`src/rtl/sized_alu.sv`:
```
module sized_alu (
  input  logic        clk,
  input  logic        rst_n,
  input  logic [3:0]  op,
  input  logic [1:0]  size,
  input  logic [31:0] src,
  input  logic [31:0] dst,
  input  logic        flag_we,
  output logic [31:0] result,
  output logic [4:0]  flags_next,
  output logic [4:0]  flags_q
);
  localparam int XB = 4, NB = 3, ZB = 2, VB = 1, CB = 0;
  localparam logic [3:0] OP_ADD = 4'd0, OP_SUB = 4'd1, OP_CMP = 4'd2, OP_AND = 4'd3,
                         OP_OR = 4'd4, OP_XOR = 4'd5, OP_NOT = 4'd6, OP_CLR = 4'd7,
                         OP_MOV = 4'd8;

  logic [31:0] mask, a, b, r;
  logic [32:0] sum, dif;
  logic        sa, sb, sr, cy_add, brw, nz_ok;

  function automatic logic lane_msb(input logic [31:0] v, input logic [1:0] sz);
    case (sz)
      2'd0:    return v[7];
      2'd1:    return v[15];
      default: return v[31];
    endcase
  endfunction

  assign mask = (size == 2'd0) ? 32'h0000_00FF :
                (size == 2'd1) ? 32'h0000_FFFF : 32'hFFFF_FFFF;
  assign a   = src & mask;
  assign b   = dst & mask;
  assign sum = {1'b0, b} + {1'b0, a};
  assign dif = {1'b0, b} - {1'b0, a};
  assign sa  = lane_msb(a, size);
  assign sb  = lane_msb(b, size);
  assign brw = a > b;
  assign cy_add = (size == 2'd0) ? sum[8] : (size == 2'd1) ? sum[16] : sum[32];

  always_comb begin
    r = b;
    case (op)
      OP_ADD:          r = sum[31:0];
      OP_SUB, OP_CMP:  r = dif[31:0];
      OP_AND:          r = a & b;
      OP_OR:           r = a | b;
      OP_XOR:          r = a ^ b;
      OP_NOT:          r = ~b;
      OP_CLR:          r = '0;
      OP_MOV:          r = a;
      default:         r = b;
    endcase
  end

  assign sr = lane_msb(r, size);

  always_comb begin
    flags_next = flags_q;
    case (op)
      OP_ADD: begin
        flags_next[CB] = cy_add;
        flags_next[XB] = cy_add;
        flags_next[VB] = (sa == sb) && (sr != sa);
      end
      OP_SUB: begin
        flags_next[CB] = brw;
        flags_next[XB] = brw;
        flags_next[VB] = (sa != sb) && (sr != sb);
      end
      OP_CMP: begin
        flags_next[CB] = brw;
        flags_next[VB] = (sa != sb) && (sr != sb);
      end
      OP_AND, OP_OR, OP_XOR, OP_NOT, OP_CLR, OP_MOV: begin
        flags_next[CB] = 1'b0;
        flags_next[VB] = 1'b0;
      end
      default: ;
    endcase
    nz_ok = (op <= OP_MOV);
    if (nz_ok) begin
      flags_next[NB] = sr;
      flags_next[ZB] = ((r & mask) == 32'h0);
    end
  end

  assign result = (op == OP_CMP || op > OP_MOV) ? dst : ((dst & ~mask) | (r & mask));

  always_ff @(posedge clk or negedge rst_n) begin
    if (!rst_n)       flags_q <= '0;
    else if (flag_we) flags_q <= flags_next;
  end

  AST_BYTE_UPPER_KEPT: assert property (@(posedge clk) disable iff (!rst_n)
    size == 2'd0 |-> result[31:8] == dst[31:8]);
  AST_WORD_UPPER_KEPT: assert property (@(posedge clk) disable iff (!rst_n)
    size == 2'd1 |-> result[31:16] == dst[31:16]);
  AST_ADD_X_IS_C: assert property (@(posedge clk) disable iff (!rst_n)
    op == OP_ADD |-> flags_next[XB] == flags_next[CB]);
  AST_SUB_X_IS_C: assert property (@(posedge clk) disable iff (!rst_n)
    op == OP_SUB |-> flags_next[XB] == flags_next[CB]);
  AST_CMP_NO_WRITE: assert property (@(posedge clk) disable iff (!rst_n)
    op == OP_CMP |-> result == dst && flags_next[XB] == flags_q[XB]);
  AST_LOGIC_VC_ZERO: assert property (@(posedge clk) disable iff (!rst_n)
    (op >= OP_AND && op <= OP_MOV) |-> flags_next[1:0] == 2'b00 && flags_next[XB] == flags_q[XB]);
  AST_CLR_FLAGS: assert property (@(posedge clk) disable iff (!rst_n)
    op == OP_CLR |-> flags_next[3:0] == 4'b0100);
  AST_BYTE_ZERO_FLAG: assert property (@(posedge clk) disable iff (!rst_n)
    (op != OP_CMP && op <= OP_MOV && size == 2'd0) |-> flags_next[ZB] == (result[7:0] == 8'h00));
  AST_FLAG_HOLD: assert property (@(posedge clk) disable iff (!rst_n)
    !flag_we |=> $stable(flags_q));
  AST_FLAG_LOAD: assert property (@(posedge clk) disable iff (!rst_n)
    flag_we |=> flags_q == $past(flags_next));
  AST_UNUSED_OP: assert property (@(posedge clk) disable iff (!rst_n)
    op > OP_MOV |-> result == dst && flags_next == flags_q);
endmodule

```
`config.mk`:
```
export PLATFORM = sky130hd
export DESIGN_NAME = sized_alu
export DESIGN_NICKNAME = d
export VERILOG_FILES = /design/src/rtl/sized_alu.sv
export SDC_FILE = /design/constraint.sdc
export NUM_CORES = 1
export LEC_CHECK = 0
export ABC_AREA = 1
export BUFFER_PORTS_ARGS = -buffer_cell sky130_fd_sc_hd__buf_2
export CORE_ASPECT_RATIO = 0.9
export CORE_MARGIN = 10
export CORE_UTILIZATION = 55
export DETAILED_ROUTE_END_ITERATION = 16
export GPL_TIMING_DRIVEN = 0
export PLACE_DENSITY = 0.76
export SLEW_MARGIN = 40
export SYNTH_ARGS = -nofsm -noshare
export SYNTH_HDL_FRONTEND = slang
export SYNTH_SLANG_ARGS = --single-unit
export TNS_END_PERCENT = 100
```
`constraint.sdc`:
```
create_clock -name clk -period 4 [get_ports clk]
set_input_delay 0.2 -clock clk [delete_from_list [all_inputs] [get_ports clk]]
set_output_delay 0.2 -clock clk [all_outputs]
set_load 0.005 [all_outputs]
```
* After elaboration in Yosys (flattened, before gate mapping) *
Index checks and enable logic that the tools add are counted.
W data, S select, Z words.

cells by class
  $lt $le $gt $ge = 3
  bitwise logic cells = 10
  reductions and logical operators = 8
  add/subtract/negate cells = 2
  eq/ne operators = 13
  muxes and demuxes = 12

operator list
  kind                  count
  $pmux W32 S8          1
  $and A32 B32 Y32      5
  $mux W32              3
  $not A32 Y32          2
  $or A32 B32 Y32       2
  $add A32 B32 Y33      1
  $gt A32 B32 Y1        1
  $logic_not A32 Y1     1
  $sub A32 B32 Y32      1
  $xor A32 B32 Y32      1
  $eq A4 B3 Y1 const B  4
  $eq A4 B2 Y1 const B  2
  $pmux W1 S2           4
  $pmux W2 S3           1
  $reduce_or A6 Y1      1
  $eq A4 B1 Y1 const B  1
  $eq A4 B4 Y1 const B  1
  $gt A4 B4 Y1 const B  1
  $le A4 B4 Y1 const B  1
  $logic_not A4 Y1      1
  $ne A1 B1 Y1          3
  $eq A2 B1 Y1 const B  1
  $logic_and A1 B1 Y1   2
  $logic_not A2 Y1      1
  other kinds (5)       6

storage, ports and cells
  output and inout port bits = 42
  flip-flop bits (word level) = 5

* Longest topological paths before layout *
  depth after elaboration = 10
  depth in mapped cells = 30
  depth with buffers taken out = 27

* Least setup slack after synthesis *
OpenSTA, ideal clock, no wires.

  path kind = in2reg
  from = input size[1]
  to = register flags_q[1]
  setup slack = 1007 ps
  data arrival time = 2876 ps
  setup time = 117 ps
  path buffers = 5
  stages = 22
  required time = 3883 ps
  cell sequence = buf_6 -> buf_6 -> buf_2 -> buf_2 -> nand2_1 -> ha_1 -> clkbuf_1 -> nand2_1 -> nor3_1 -> nor3b_1 -> and2_1 -> nand2_1 -> nand3_1 -> nand3_1 -> nand3_1 -> nand2_2 -> nand2_1 -> o21ai_0 -> nand3_1 -> nand3_1 -> nand2_1 -> nand2_1

between the ends
  longest elaborated chain between the ends = 10
  elaborated cells on any way between the ends = 23
  those cells by class = add/sub: 2; eq/ne: 5; mux: 7; bitwise: 6; reduce/logical: 3

ends and longest elaborated chain
  element                                         RTL line    text
  start: declaration                              5           input logic [1:0] size,
  $eq A2 B1 Y1                                    23, 31
  $mux W32                                        31          (size == 2'd1) ? 32'h0000_FFFF : 32'hFFFF_FFFF;
  $mux W32                                        30          assign mask = (size == 2'd0) ? 32'h0000_00FF :
  $and A32 B32 Y32, on equally long branches      33, 32
  $sub A32 B32 Y32, or another cell as far along  35          assign dif = {1'b0, b} - {1'b0, a};
  $pmux W32 S8                                    43          case (op)
  $pmux W1 S2                                     23          case (sz)
  $ne A1 B1 Y1, on equally long branches          69, 73, 64
  $logic_and A1 B1 Y1, on equally long branches   69, 73, 64
  $pmux W2 S3 (*)                                 60          case (op)
  via flags_next[1]                               10          output logic [4:0] flags_next,
  end signal: assignment                          92          else if (flag_we) flags_q <= flags_next;
  end: declaration                                11          output logic [4:0] flags_q

The timed path passes the listed nets; every way through them passes the cells marked *.
A chain may end at the register's enable or synchronous reset.

* Final worst setup path *
  from = input size[1]
  to = output flags_next[2]

between the ends
  longest elaborated chain between the ends = 9
  elaborated cells on any way between the ends = 16
  those cells by class = add/sub: 2; eq/ne: 1; mux: 4; bitwise: 7; reduce/logical: 2

ends and longest elaborated chain
  element                                         RTL line  text
  $eq A2 B1 Y1                                    31
  $mux W32                                        31
  $mux W32 (*)                                    30
  $and A32 B32 Y32, on equally long branches      33, 32
  $sub A32 B32 Y32, or another cell as far along  35
  $pmux W32 S8                                    43
  $and A32 B32 Y32 (*)                            84        flags_next[ZB] = ((r & mask) == 32'h0);
  $logic_not A32 Y1 (*)                           84
  $mux W2 (*)                                     82        if (nz_ok) begin
  end: declaration                                10

Every way passes the cells marked *; elsewhere a longest branch is shown, timed or not.

==> results.tsv <==
metric	value	unit
outcome	complete, no violations	
cp_num_buf_inv	5	
clock_latency	0.23	ns
max-clock-path-buffers	2	
antenna_found_initial	0	
ant_nets	0	
wl	37100	um
ys_types	61	
fin_area	0.00886	sq mm
holdPathStages	3	
grt_max_degree	11	
worstMarginPinSlew	0.991	ns
powerDensity	166	mW/mm^2
avgRoutedWirePerCell	20.4	um
syn_nets	1677	
synth_warnings	0	
numCtsBuffers	3	
synthFlopType	dfrtp_1	
layout_common_cells	429 x nand2_1, 243 x inv_1, 142 x nand3_1	
synth_seq_cells	5	
async_reset_ff_frac	1.00	
drt_iter0_drc	1644	
reg_top3	flags_q x5	
io_pins	115	
fp.dieW	146	um
crit_chain	buf_6 -> buf_6 -> buf_6 -> clkbuf_4 -> nand2_1 -> ha_2 -> nand2_2 -> nor3_4 -> nor3b_4 -> and2_1 -> nand2_1 -> nand2_1 -> nand2_1 -> nand3_1 -> nand3_1 -> nand2_2 -> nand4_1 -> nor2_1 -> nand3_1 -> nand2_1 -> buf_2	
max_stage_delay	0.44	ns
regMostFlops	flags_q	
core-area	0.0140	sq mm
grt_overflow	0	
via_per_inst	6.03	
clkSinkCount	5	
fmax	255	MHz
whs	0.279	ns
slowest_stage	ha_2	
multi_input_area	0.00647	sq mm
hp-class	input port to register	
drc	0	
max-vdd-ir-drop	0.482	mV
dpl.hpwl	30100	um
clk_pin_slew_worst_paths	0.03	ns
first_global_vias	9919	
io_buffers	113	
n_fill_cell	1448	
cp_max_fo	10	
endpoint_kind	output port	
die_h	133	um
vias	11000	
critical_path_cell_count	21	
grt_pass1_wl	55600	um
stdcell_count	1823	
final_common_cell	nand2_1	
hold_violations	0	
grt_usage	0.355	
dieArea	0.0194	sq mm
drive_above_1_share	0.153	
area_delta_synth_final	13.1	%
cp.required	3.80	ns
finalSetupTns	0	ns
p_leak	5.15	nW
nNetsFinal	1800	
start_util	0.560	
cts_tree	yes	
final-setup-viol-count	0	
synthCells	1507	
dp_cells	1813	
maxSlewViolCount	0	
post-route-min-period	3.92	ns
maxSlewHeadroom	0.340	
htreeDepth	1	
critPathLaunchType	input port	
first_pass_iters	6	
maxCapViolations	0	
yosysSeqAreaShare	0.0160	
gp_congestion	1.05	
crit_family	simple AND/OR/NAND/NOR gates	
reg2regPathDepth	4	
rows	41	
synth_edf_count	0	
largest_reg_flops	5	
path_class	input port to output port	
place_area	0.00865	sq mm
crit_arrival	3.72	ns
clk_root_buffer_cell	clkbuf_16	
seq_area	125	sq um
synth.cell_area	0.00784	sq mm
fin_skew	0	ns
fin_crit_sh	0.981	
syn_avg_cell_area	5.20	sq um
path_common_cell	nand2_1	
[cell families after synthesis]
family / after synthesis / share of synthesized area
and+or+nand+nor: 805 / 0.450
buffers and inverters: 327 / 0.166
AOI/OAI and AO/OA: 266 / 0.202
adders and majority gates: 97 / 0.157
muxes: 5 / 0.00671
DFF: 5 / 0.0160
xor gates and xnor gates: 2 / 0.00224
[final timing paths]
path | slack (ns) | endpoint | from
min in group asynchronous | 0.33 | flags_q[2]$_DFFE_PN0P_ | rst_n
max in group asynchronous | 3.53 | flags_q[4]$_DFFE_PN0P_ | rst_n
worst max-delay path | 0.08 | flags_next[2] | size[1]
worst min register to register | 0.52 | flags_q[1]$_DFFE_PN0P_ | flags_q[1]$_DFFE_PN0P_
worst max register to register | 3.10 | flags_q[0]$_DFFE_PN0P_ | flags_q[0]$_DFFE_PN0P_
worst min-delay path | 0.28 | flags_q[4]$_DFFE_PN0P_ | flag_we
[area by class of cell]
class,count,share of cell area
Antenna cell,1,0.000282
Buffer,48,0.0312
Clock buffer,4,0.00890
Inverter,277,0.118
Multi-Input combinational cell,1175,0.730
Sequential cell,5,0.0141
Tap cell,193,0.0273
Timing Repair Buffer,120,0.0700
[metrics by stage]
step | setup slack [ns] | util | power, mW
6_report | 0.0778 | 0.633 | 1.47
5_1_grt | -0.0330 | 0.632 | 1.57
4_1_cts | 0.0153 | 0.624 | 1.39
3_5_place_dp | -0.400 | 0.617 | 1.22
3_3_place_gp | -0.428 | 0.617 | 1.20
2_1_floorplan | 1.01 | - | 0.827
[power by group]
part | leakage (nW) | internal, mW | switching (mW)
Sequential | 0.0665 | 0.0575 | 0.00560
Clock | 0.0382 | 0.132 | 0.0343
Combinational | 5.04 | 0.383 | 0.858
[cell usage after synthesis, types with 5 or more instances]
| cell | count | share of area |
|---|---|---|
| a31oi_1 | 5 | 0.0040 |
| and2_1 | 5 | 0.0040 |
| o22ai_1 | 34 | 0.027 |
| inv_1 | 246 | 0.12 |
| o21ai_1 | 9 | 0.0057 |
| ha_1 | 95 | 0.15 |
| nor3_1 | 19 | 0.012 |
| nand2_1 | 431 | 0.21 |
| dfrtp_1 | 5 | 0.016 |
| nand2_2 | 18 | 0.014 |
| o21ai_0 | 64 | 0.041 |
| nand4_1 | 29 | 0.023 |
| clkbuf_1 | 17 | 0.0081 |
| o21bai_1 | 6 | 0.0057 |
| nor2_1 | 134 | 0.064 |
| nand3_1 | 142 | 0.091 |
| o221ai_1 | 13 | 0.015 |
| inv_2 | 29 | 0.014 |
| a21oi_1 | 94 | 0.060 |
| nand3_2 | 5 | 0.0064 |
| a211oi_1 | 11 | 0.011 |
| a21o_1 | 5 | 0.0048 |
| buf_2 | 25 | 0.016 |
[routing by layer]
metal | share of wire | up-vias | global-route usage | wire length (um)
met5 | 0 | - | 0 | 0
met4 | 0.043 | 0 | 0.123 | 1590
met3 | 0.16 | 125 | 0.0853 | 5890
met2 | 0.40 | 849 | 0.525 | 14800
met1 | 0.40 | 4869 | 0.489 | 14900
li1 | - | 5147 | - | -
[worst min-delay path, cell delays in order]
cell	delay, ns
buf_2	0.15
nand2_1	0.07
nand2_1	0.04
[timing repair]
action	4_1_cts	5_1_grt
buffers inserted	0	6
pin swaps	0	3
hold buffers	1	0
endpoints found under the hold margin	5	0
gates resized for setup	3	25
setup endpoints to repair	7	4
(Power assumes the default switching activity.)
